===== config.mk =====
export PLATFORM = sky130hd
export DESIGN_NAME = assoc2_cache
export DESIGN_NICKNAME = d
export VERILOG_FILES = /design/src/rtl/assoc2_cache.sv
export SDC_FILE = /design/constraint.sdc
export NUM_CORES = 1
export LEC_CHECK = 0
export CAP_MARGIN = 25
export CORE_UTILIZATION = 35
export CTS_CLUSTER_SIZE = 20
export DETAILED_ROUTE_END_ITERATION = 8
export PLACE_DENSITY = 0.49
export SETUP_SLACK_MARGIN = 0.02
export SYNTH_ARGS = -nofsm -noshare
export SYNTH_HDL_FRONTEND = slang
export SYNTH_SLANG_ARGS = --single-unit

===== constraint.sdc =====
create_clock -name clk -period 29.5 [get_ports clk]
set_clock_uncertainty 0.15 [all_clocks]
set_input_delay 4.425 -clock clk [delete_from_list [all_inputs] [get_ports clk]]
set_output_delay 4.425 -clock clk [all_outputs]
set_load 0.01 [all_outputs]

===== src/rtl/assoc2_cache.sv =====
module assoc2_cache #(
  parameter int ADDR_W = 16,
  parameter int OFF_W  = 4,
  parameter int SET_W  = 2,
  parameter int BYTE_W = 8
) (
  input  logic                              clk,
  input  logic                              rst_n,
  input  logic                              req_valid,
  input  logic [ADDR_W-1:0]                 req_addr,
  output logic                              req_ready,
  output logic                              resp_valid,
  output logic                              resp_hit,
  output logic [BYTE_W-1:0]                 resp_data,
  output logic                              mem_req,
  output logic [ADDR_W-OFF_W-1:0]           mem_baddr,
  input  logic                              mem_valid,
  input  logic [BYTE_W*(1<<OFF_W)-1:0]      mem_block
);
  localparam int SETS  = 1 << SET_W;
  localparam int TAG_W = ADDR_W - OFF_W - SET_W;
  localparam int BLK_W = BYTE_W * (1 << OFF_W);

  logic [TAG_W-1:0] tag0 [SETS];
  logic [TAG_W-1:0] tag1 [SETS];
  logic [BLK_W-1:0] dat0 [SETS];
  logic [BLK_W-1:0] dat1 [SETS];
  logic [SETS-1:0]  vld0, vld1, lru;
  logic             busy;
  logic [ADDR_W-1:0] pend_addr;

  wire [SET_W-1:0] lk_set = req_addr[OFF_W +: SET_W];
  wire [TAG_W-1:0] lk_tag = req_addr[ADDR_W-1 -: TAG_W];
  wire [OFF_W-1:0] lk_off = req_addr[OFF_W-1:0];
  wire hit0   = vld0[lk_set] && (tag0[lk_set] == lk_tag);
  wire hit1   = vld1[lk_set] && (tag1[lk_set] == lk_tag);
  wire hit    = hit0 | hit1;
  wire accept = req_valid && !busy;

  wire [SET_W-1:0] f_set = pend_addr[OFF_W +: SET_W];
  wire [TAG_W-1:0] f_tag = pend_addr[ADDR_W-1 -: TAG_W];
  wire [OFF_W-1:0] f_off = pend_addr[OFF_W-1:0];
  wire fill  = busy && mem_valid;
  wire f_way = !vld0[f_set] ? 1'b0 : (!vld1[f_set] ? 1'b1 : lru[f_set]);

  wire [BLK_W-1:0]  hit_blk  = hit1 ? dat1[lk_set] : dat0[lk_set];
  wire [BYTE_W-1:0] hit_byte = hit_blk[int'(lk_off)*BYTE_W +: BYTE_W];
  wire [BYTE_W-1:0] f_byte   = mem_block[int'(f_off)*BYTE_W +: BYTE_W];

  assign req_ready = !busy;
  assign mem_req   = busy;
  assign mem_baddr = pend_addr[ADDR_W-1:OFF_W];

  always_ff @(posedge clk) begin
    if (!rst_n) begin
      busy       <= 1'b0;
      pend_addr  <= '0;
      vld0       <= '0;
      vld1       <= '0;
      lru        <= '0;
      resp_valid <= 1'b0;
      resp_hit   <= 1'b0;
      resp_data  <= '0;
    end else begin
      resp_valid <= 1'b0;
      if (accept) begin
        if (hit) begin
          resp_valid   <= 1'b1;
          resp_hit     <= 1'b1;
          resp_data    <= hit_byte;
          lru[lk_set]  <= hit0;
        end else begin
          busy      <= 1'b1;
          pend_addr <= req_addr;
        end
      end
      if (fill) begin
        busy       <= 1'b0;
        resp_valid <= 1'b1;
        resp_hit   <= 1'b0;
        resp_data  <= f_byte;
        lru[f_set] <= ~f_way;
        if (f_way) vld1[f_set] <= 1'b1;
        else       vld0[f_set] <= 1'b1;
      end
    end
  end

  always_ff @(posedge clk) begin
    if (fill) begin
      if (f_way) begin
        tag1[f_set] <= f_tag;
        dat1[f_set] <= mem_block;
      end else begin
        tag0[f_set] <= f_tag;
        dat0[f_set] <= mem_block;
      end
    end
  end

  p_single_match_r8: assert property (@(posedge clk) disable iff (!rst_n)
    accept |-> !(hit0 && hit1));
  p_hit_answer_r3: assert property (@(posedge clk) disable iff (!rst_n)
    accept && hit |=> resp_valid && resp_hit && req_ready && !mem_req);
  p_miss_stall_r4: assert property (@(posedge clk) disable iff (!rst_n)
    accept && !hit |=> !req_ready && mem_req && !resp_valid
      && mem_baddr == $past(req_addr[ADDR_W-1:OFF_W]));
  p_fill_answer_r4: assert property (@(posedge clk) disable iff (!rst_n)
    fill |=> resp_valid && !resp_hit && req_ready);
  p_way0_first_r5: assert property (@(posedge clk) disable iff (!rst_n)
    fill && !vld0[f_set] |=> vld0[$past(f_set)] && ($past(vld1) == vld1));
  p_lru_hit0_r6: assert property (@(posedge clk) disable iff (!rst_n)
    accept && hit0 |=> lru[$past(lk_set)]);
  p_lru_hit1_r6: assert property (@(posedge clk) disable iff (!rst_n)
    accept && hit1 |=> !lru[$past(lk_set)]);
endmodule


### Word-level counts from Yosys, hierarchy flattened

Memory sizes are Yosys's and may differ from the RTL's.
Cells that the tools add are included.

* register bits after elaboration: 39
* RAM bits: 1104
* input port bits: 148
* output and inout port bits: 24
* logic and storage cells: 76
* memories: 4

* magnitude comparators: 4
* eq/ne operators: 2
* shift operators: 2
* multiplexer cells: 35
* bitwise gates (word level): 6
* reduce and logical (&&, ||, !) cells: 15

Memory list
* dat0: depth 4, bits a word 128, rd ports 1, clocked after Yosys merged registers in 0, wr ports 1, line 26 `logic [BLK_W-1:0] dat0 [SETS];`
* dat1: depth 4, bits a word 128, rd ports 1, clocked after Yosys merged registers in 0, wr ports 1, line 27 `logic [BLK_W-1:0] dat1 [SETS];`
* tag0: depth 4, bits a word 10, rd ports 1, clocked after Yosys merged registers in 0, wr ports 1, line 24 `logic [TAG_W-1:0] tag0 [SETS];`
* tag1: depth 4, bits a word 10, rd ports 1, clocked after Yosys merged registers in 0, wr ports 1, line 25 `logic [TAG_W-1:0] tag1 [SETS];`

Operator list (count)
* indexed part select 128 x 8 -> 8 bit: 2
* 2-to-1 mux 128 bit: 1
* 2-to-1 mux 8 bit: 3
* == test 10 bit: 2
* 2-to-1 mux 1 bit: 18
* 2-to-1 mux 4 bit: 4
* binary-select mux 1 bit (select 2 bit): 5
* AND reduction 2 bit: 5
* bitwise mux 4 bit: 2
* bitwise OR 4 bit: 2
* logical AND 1 bit: 6
* less-than comparator 2 x 3 -> 1 bit (second input constant): 2
* demux 1 bit (select 2 bit): 2
* >= comparator 2 x 1 -> 1 bit (second input constant): 2
* nonzero test 2 bit: 2
* inverter 1 bit: 3
* OR reduction 2 bit: 1
* zero test 1 bit: 1
* bitwise OR 1 bit: 1

### Logic depth before layout (Yosys ltp)

* depth in word-level cells: 10
* depth in mapped cells: 15
* gate-level depth less buffers: 9

### Worst setup path before layout

OpenSTA, ideal clock, no wires.

* path type: input -> register
* start point: in mem_valid
* end point: mem dat0[0][0] (netlist name), enable pin
* library setup time: 977 ps
* arrival: 17817 ps
* required time: 28373 ps
* path slack: 10556 ps
* stages: 3
* buffers on the path: 1
* cell sequence: nand2_1 clkbuf_1 nor4_1

* cells in the longest elaborated chain, start to end: 3

Ends and longest elaborated chain
* from (decl): line 17 `input logic mem_valid,`
* logical AND 1 bit: line 43 `wire fill = busy && mem_valid;`
* 2-to-1 mux 1 bit: line 90 `if (fill) begin`
* 2-to-1 mux 1 bit (not written as such): line 96 `dat0[f_set] <= mem_block;`
* to (decl): line 26

Every way passes these cells.

### Worst setup path in the final report

* start point: in req_addr[4]
* end point: reg resp_data[7]

* cells in the longest elaborated chain, start to end: 8
* elaborated cells between the ends (all ways): 20
* classes of those cells: eq/ne (2); shift (1); mux (8); bitwise (1); reduce/logical (4); memory (4)

Ends and longest elaborated chain
* from (decl): line 10 `input logic [ADDR_W-1:0] req_addr,`
* memory read (4 x 10 bit) or binary-select mux 1 bit (select 2 bit) (tied branches)
* == test 10 bit or 2-to-1 mux 1 bit (tied branches): line 36 `wire hit1 = vld1[lk_set] && (tag1[lk_set] == lk_tag);`
* logical AND 1 bit: line 36
* 2-to-1 mux 128 bit: line 46 `wire [BLK_W-1:0] hit_blk = hit1 ? dat1[lk_set] : dat0[lk_set];`
* indexed part select 128 x 8 -> 8 bit: line 47 `wire [BYTE_W-1:0] hit_byte = hit_blk[int'(lk_off)*BYTE_W +: BYTE_W];`
* 2-to-1 mux 8 bit: line 67 `if (hit) begin`
* 2-to-1 mux 8 bit: line 66 `if (accept) begin`
* 2-to-1 mux 8 bit: line 77 `if (fill) begin`
* to (signal assigned): line 70 `resp_data <= hit_byte;`
* to (signal assigned): line 81 `resp_data <= f_byte;`
* to (decl): line 14 `output logic [BYTE_W-1:0] resp_data,`

Parallel ways exist; a longest one is shown, timed or not. The select of a mux whose other input is x is not followed.
A chain may end at the register's enable or synchronous reset.

==> results list <==
- Result of the run: finished clean
- In the final routed layout, each cell accounts on average for 29.01 um.
* Arithmetic-cell share of the synthesized area counting full adders, half adders and majority gates: 0%
- The clock reaches the later pin of the worst-skew pair after 740 ps.
* Count of flip-flops with a built-in enable after synthesis: 1104
* Post-synthesis to final-layout area growth: 16.40%
- Of the total synthesized cell area, the portion taken by XOR and XNOR cells is 0.4460%.
- Number of H-tree branching levels: 3
- Max cap viols: 0
* Final-report max-slew violation count: 0
- Clock buffers created by TritonCTS: 119
- Setup slack of the critical path after layout: 19840 ps
- Initial DRT Pass Iterations: 5
- The synthesized netlist devotes 2.009% of its cell area to compound gates.
* Wire length of the first global-routing pass: 172800 um
- The core region is 127800 um^2.
- Required time of the worst setup path: 30000 ps
- The first routing iteration left 1987 violations.
- Root Buffer Master: sky130_fd_sc_hd__clkbuf_16
* Buffering stage count on the worst path with inverters included: 4
- Counting every sink on the clock net gives 1143.
- Total setup violations reported at the end of the flow: 0
- Share of post-route cells with drive strength above 1: 23.72%
- The critical path goes through buf_8 > buf_12 > mux4_2 > xor2_1 > nor4_4 > o2111a_2 > buf_4 > buf_4 > a211oi_1 > o41ai_1 > a221oi_1 > o32ai_1.
- In this run the worst hold path is classified as flip-flop to flip-flop.
- In this run the tool buffered the top-level ports with 171 buffer cells.
* Launching element type of the critical path: input port
- Least-Margin Pin Slew: 1055 ps
* Starting Density: 35.32%
- Number of synthesized register bits: 1143
* Vias in the first global route: 23484
- Multiplexer cells account for 17.89% of the synthesized area.
- Kind of critical path: input port to flip-flop
* Height of the die: 361.2 um
* Number of setup buffers added after CTS: 0
- Largest net degree at the start of global routing: 102
- Layout net count: 2489
- Arrival @ worst endpoint: 10150 ps
- Total die area: 130500 um^2
- Final worst path period need: 9656 ps
- Number of buffers inserted for hold repair after clock tree synthesis: 0
* Mapped Nets: 2281
- Along the worst path, the maximum fanout reaches 95.
- Final weighted congestion of routability-driven global placement: 0.7575
- The worst hold path begins at resp_hit$_SDFFE_PP0P_.
- Setup repair after global routing left no endpoint under its margin.
* Worst flop-to-flop path startpoint: tag1[3][5]$_DFFE_PP_
- Via count: 22174
- The final critical path takes up 32.73% of the cycle.
- Maximum cell stage delay along the critical path: 1000 ps
* Cell mode on critical path: sky130_fd_sc_hd__buf_4
* DR vias/cell: 5.393
* I/O pin total: 172
- After synthesis, the largest family of logic cells by area is multiplexers.
- After synthesis, the share of flip-flops with an asynchronous set or reset is 0%.
* Clock slew seen by the registers of the worst setup and hold paths: 60 ps
* Seq/Total Area, Yosys: 75.14%
- Category of the worst setup path capture point: flip-flop
- After technology mapping, the gate count stands at 2133.
* Cell Pwr Density: 65.38 nW/um^2
* IR Drop Worst-Case VDD: 0.04410 mV
- Derived from the worst setup path, the maximum achievable clock frequency is 103.6 MHz.
- Setup Slack @ Placement: 18990 ps
- The analysis attributes to cell leakage a power of 16.36 nW.
- In this run, distinct cell masters in the synthesized netlist total 54.
- In the global route stage, overall resource usage came out at 18.46%.
- After detailed routing, the total wire length is 119300 um.
* DRC Markers: 0
* Estimated wirelength of the detail-placed design: 68590 um
- The slowest stage of the critical path belongs to the cell sky130_fd_sc_hd__o41ai_1.
* Clock tree from TritonCTS: yes
- In this run the remaining antenna-violating nets after routing total 0.
- Quantity of gates resized following cts: 0
- Among all flip-flop cells after synthesis, the most frequent one is sky130_fd_sc_hd__edfxtp_1.
- Tightest slew margin relative to the limit: 28.73%
* Beginning of the critical path: req_addr[4]
* Remaining global-route overflow: 0
- Summing every instance area after synthesis gives 45160 um^2.
* Synthesized-area fraction occupied by and/or/nand/nor cells: 2.793%
* Final hold violation count: 0
- Broken down by cell family, the worst path's largest delay share belongs to buffers and inverters.
- The number of antenna violations at the first check in global routing came to 28.
* Number of synthesis warnings: 0
* Cell row count: 131
- Averaged over all synthesized cells, the footprint is 21.17 um^2.
- Buffers from clock root to sink, at most: 3
- The floorplan step set the die width to 361.2 um.
- In the final timing run, aggregate negative setup slack is 0 ps.
[metrics by stage]
step	instance area [um^2]	util (%)	instances	hold slack (ps)	power, mW
final	52570	41.12	4112	305.4	3.437
after global routing	52560	41.11	4108	344.6	3.547
after CTS	52520	41.08	4105	310.0	3.475
after detailed placement	48810	38.17	3880	301.1	2.041
after global placement	48740	38.12	3876	295.4	2.037
after floorplan	45160	-	2133	290.3	1.949
[layout by cell type, fill, tap and decap left out, drive strengths merged, types with 7 or more instances in the layout]
master and instances:
nand2 132, xor2 7, o31ai 8, clkinv 60, clkdlybuf4s50 168, a211oi 12, dfxtp 39, nor3 13
nor4 7, a31oi 18, buf 51, and2 11, nand4 16, mux2 29, mux2i 75, nor2 54
nand3 15, o21ai 10, edfxtp 1104, o32ai 10, inv 25, a311oi 8, mux4 311, clkbuf 152
xnor2 16, o211ai 22
[report_power, final]
part | switching [mW] | total, mW | internal [mW]
combinational | 0.109 | 0.194 | 0.0854
clock | 0.626 | 1.43 | 0.808
sequential | 0.0115 | 1.81 | 1.80
[final timing paths]
path	end	slack (ps)	cells after the start
worst max register to register	resp_data[7]$_SDFFE_PN0P_	24300	10
worst max-delay path	resp_data[7]$_SDFFE_PN0P_	19840	12
worst min-delay path	resp_hit$_SDFFE_PP0P_	310	2
worst min register to register	resp_hit$_SDFFE_PP0P_	310	2
[registers in the layout (all words and copies together) (netlist names), 4 cells and up]
signal and cells:
vld1 4, lru 4, dat0 512, vld0 4
tag0 40, pend_addr 16, resp_data 8, dat1 512
tag1 40
[synth_stat cells, types with 2 or more instances]
cell,count,area share (%)
sky130_fd_sc_hd__o41ai_1,2,0.039
sky130_fd_sc_hd__nand2_1,132,1.1
sky130_fd_sc_hd__nor2b_1,3,0.042
sky130_fd_sc_hd__buf_2,52,0.58
sky130_fd_sc_hd__mux2i_1,75,1.7
sky130_fd_sc_hd__inv_1,22,0.18
sky130_fd_sc_hd__and2_0,5,0.069
sky130_fd_sc_hd__nor2_1,54,0.45
sky130_fd_sc_hd__and3_1,3,0.042
sky130_fd_sc_hd__a311oi_1,8,0.16
sky130_fd_sc_hd__a21oi_1,6,0.066
sky130_fd_sc_hd__a221oi_1,3,0.058
sky130_fd_sc_hd__and2_1,6,0.083
sky130_fd_sc_hd__o31ai_1,8,0.13
sky130_fd_sc_hd__or3_1,2,0.028
sky130_fd_sc_hd__nand2b_1,6,0.083
sky130_fd_sc_hd__o221ai_1,3,0.058
sky130_fd_sc_hd__nand4_1,16,0.22
sky130_fd_sc_hd__buf_6,6,0.15
sky130_fd_sc_hd__edfxtp_1,1104,73
sky130_fd_sc_hd__nor3_1,13,0.14
sky130_fd_sc_hd__buf_1,19,0.16
sky130_fd_sc_hd__nand3b_1,3,0.050
sky130_fd_sc_hd__clkbuf_1,33,0.27
sky130_fd_sc_hd__mux4_2,311,16
sky130_fd_sc_hd__nor4_1,5,0.069
sky130_fd_sc_hd__nor3b_1,5,0.083
sky130_fd_sc_hd__buf_4,23,0.38
sky130_fd_sc_hd__o32ai_1,10,0.19
sky130_fd_sc_hd__o211ai_1,22,0.37
sky130_fd_sc_hd__mux2_2,29,0.72
sky130_fd_sc_hd__xor2_1,7,0.14
sky130_fd_sc_hd__dfxtp_1,39,1.7
sky130_fd_sc_hd__nand3_1,15,0.17
sky130_fd_sc_hd__o22ai_1,6,0.083
sky130_fd_sc_hd__a41oi_1,3,0.058
sky130_fd_sc_hd__a22oi_1,4,0.066
sky130_fd_sc_hd__xnor2_1,16,0.31
sky130_fd_sc_hd__a211oi_1,12,0.20
sky130_fd_sc_hd__and4_1,2,0.039
sky130_fd_sc_hd__o21ai_0,10,0.11
sky130_fd_sc_hd__a31oi_1,18,0.25
[cell families after synthesis]
group                  after synthesis
XOR/XNOR                            23
flip-flops                        1143
buffers and inverters              155
multiplexers                       415
AO/OA/AOI/OAI                      122
AND/OR/NAND/NOR                    275
[cell type report]
type / instances / area, um^2
Timing Repair Buffer: 220 / 2166
Inverter: 22 / 82.58
Clock buffer: 152 / 3163
Sequential cell: 1143 / 33940
Antenna cell: 5 / 12.51
Clock inverter: 73 / 555.5
Tap cell: 1662 / 2079
Multi-Input combinational cell: 835 / 10570
Fill cell: 11231 / 75280
[worst min-delay path: stages (launching register included)]
cell                      delay (ps)
sky130_fd_sc_hd__dfxtp_1         310
sky130_fd_sc_hd__inv_1            40
sky130_fd_sc_hd__a21oi_1          50
[routing by layer]
metal | GRT usage (%) | up-vias | wire length [um]
met3 | 4.243 | 175 | 7897
met5 | 0 | - | 131
met4 | 4.656 | 24 | 2227
met2 | 30.36 | 664 | 58110
li1 | - | 9358 | -
met1 | 24.71 | 11953 | 50910
(Power assumes the default switching activity.)
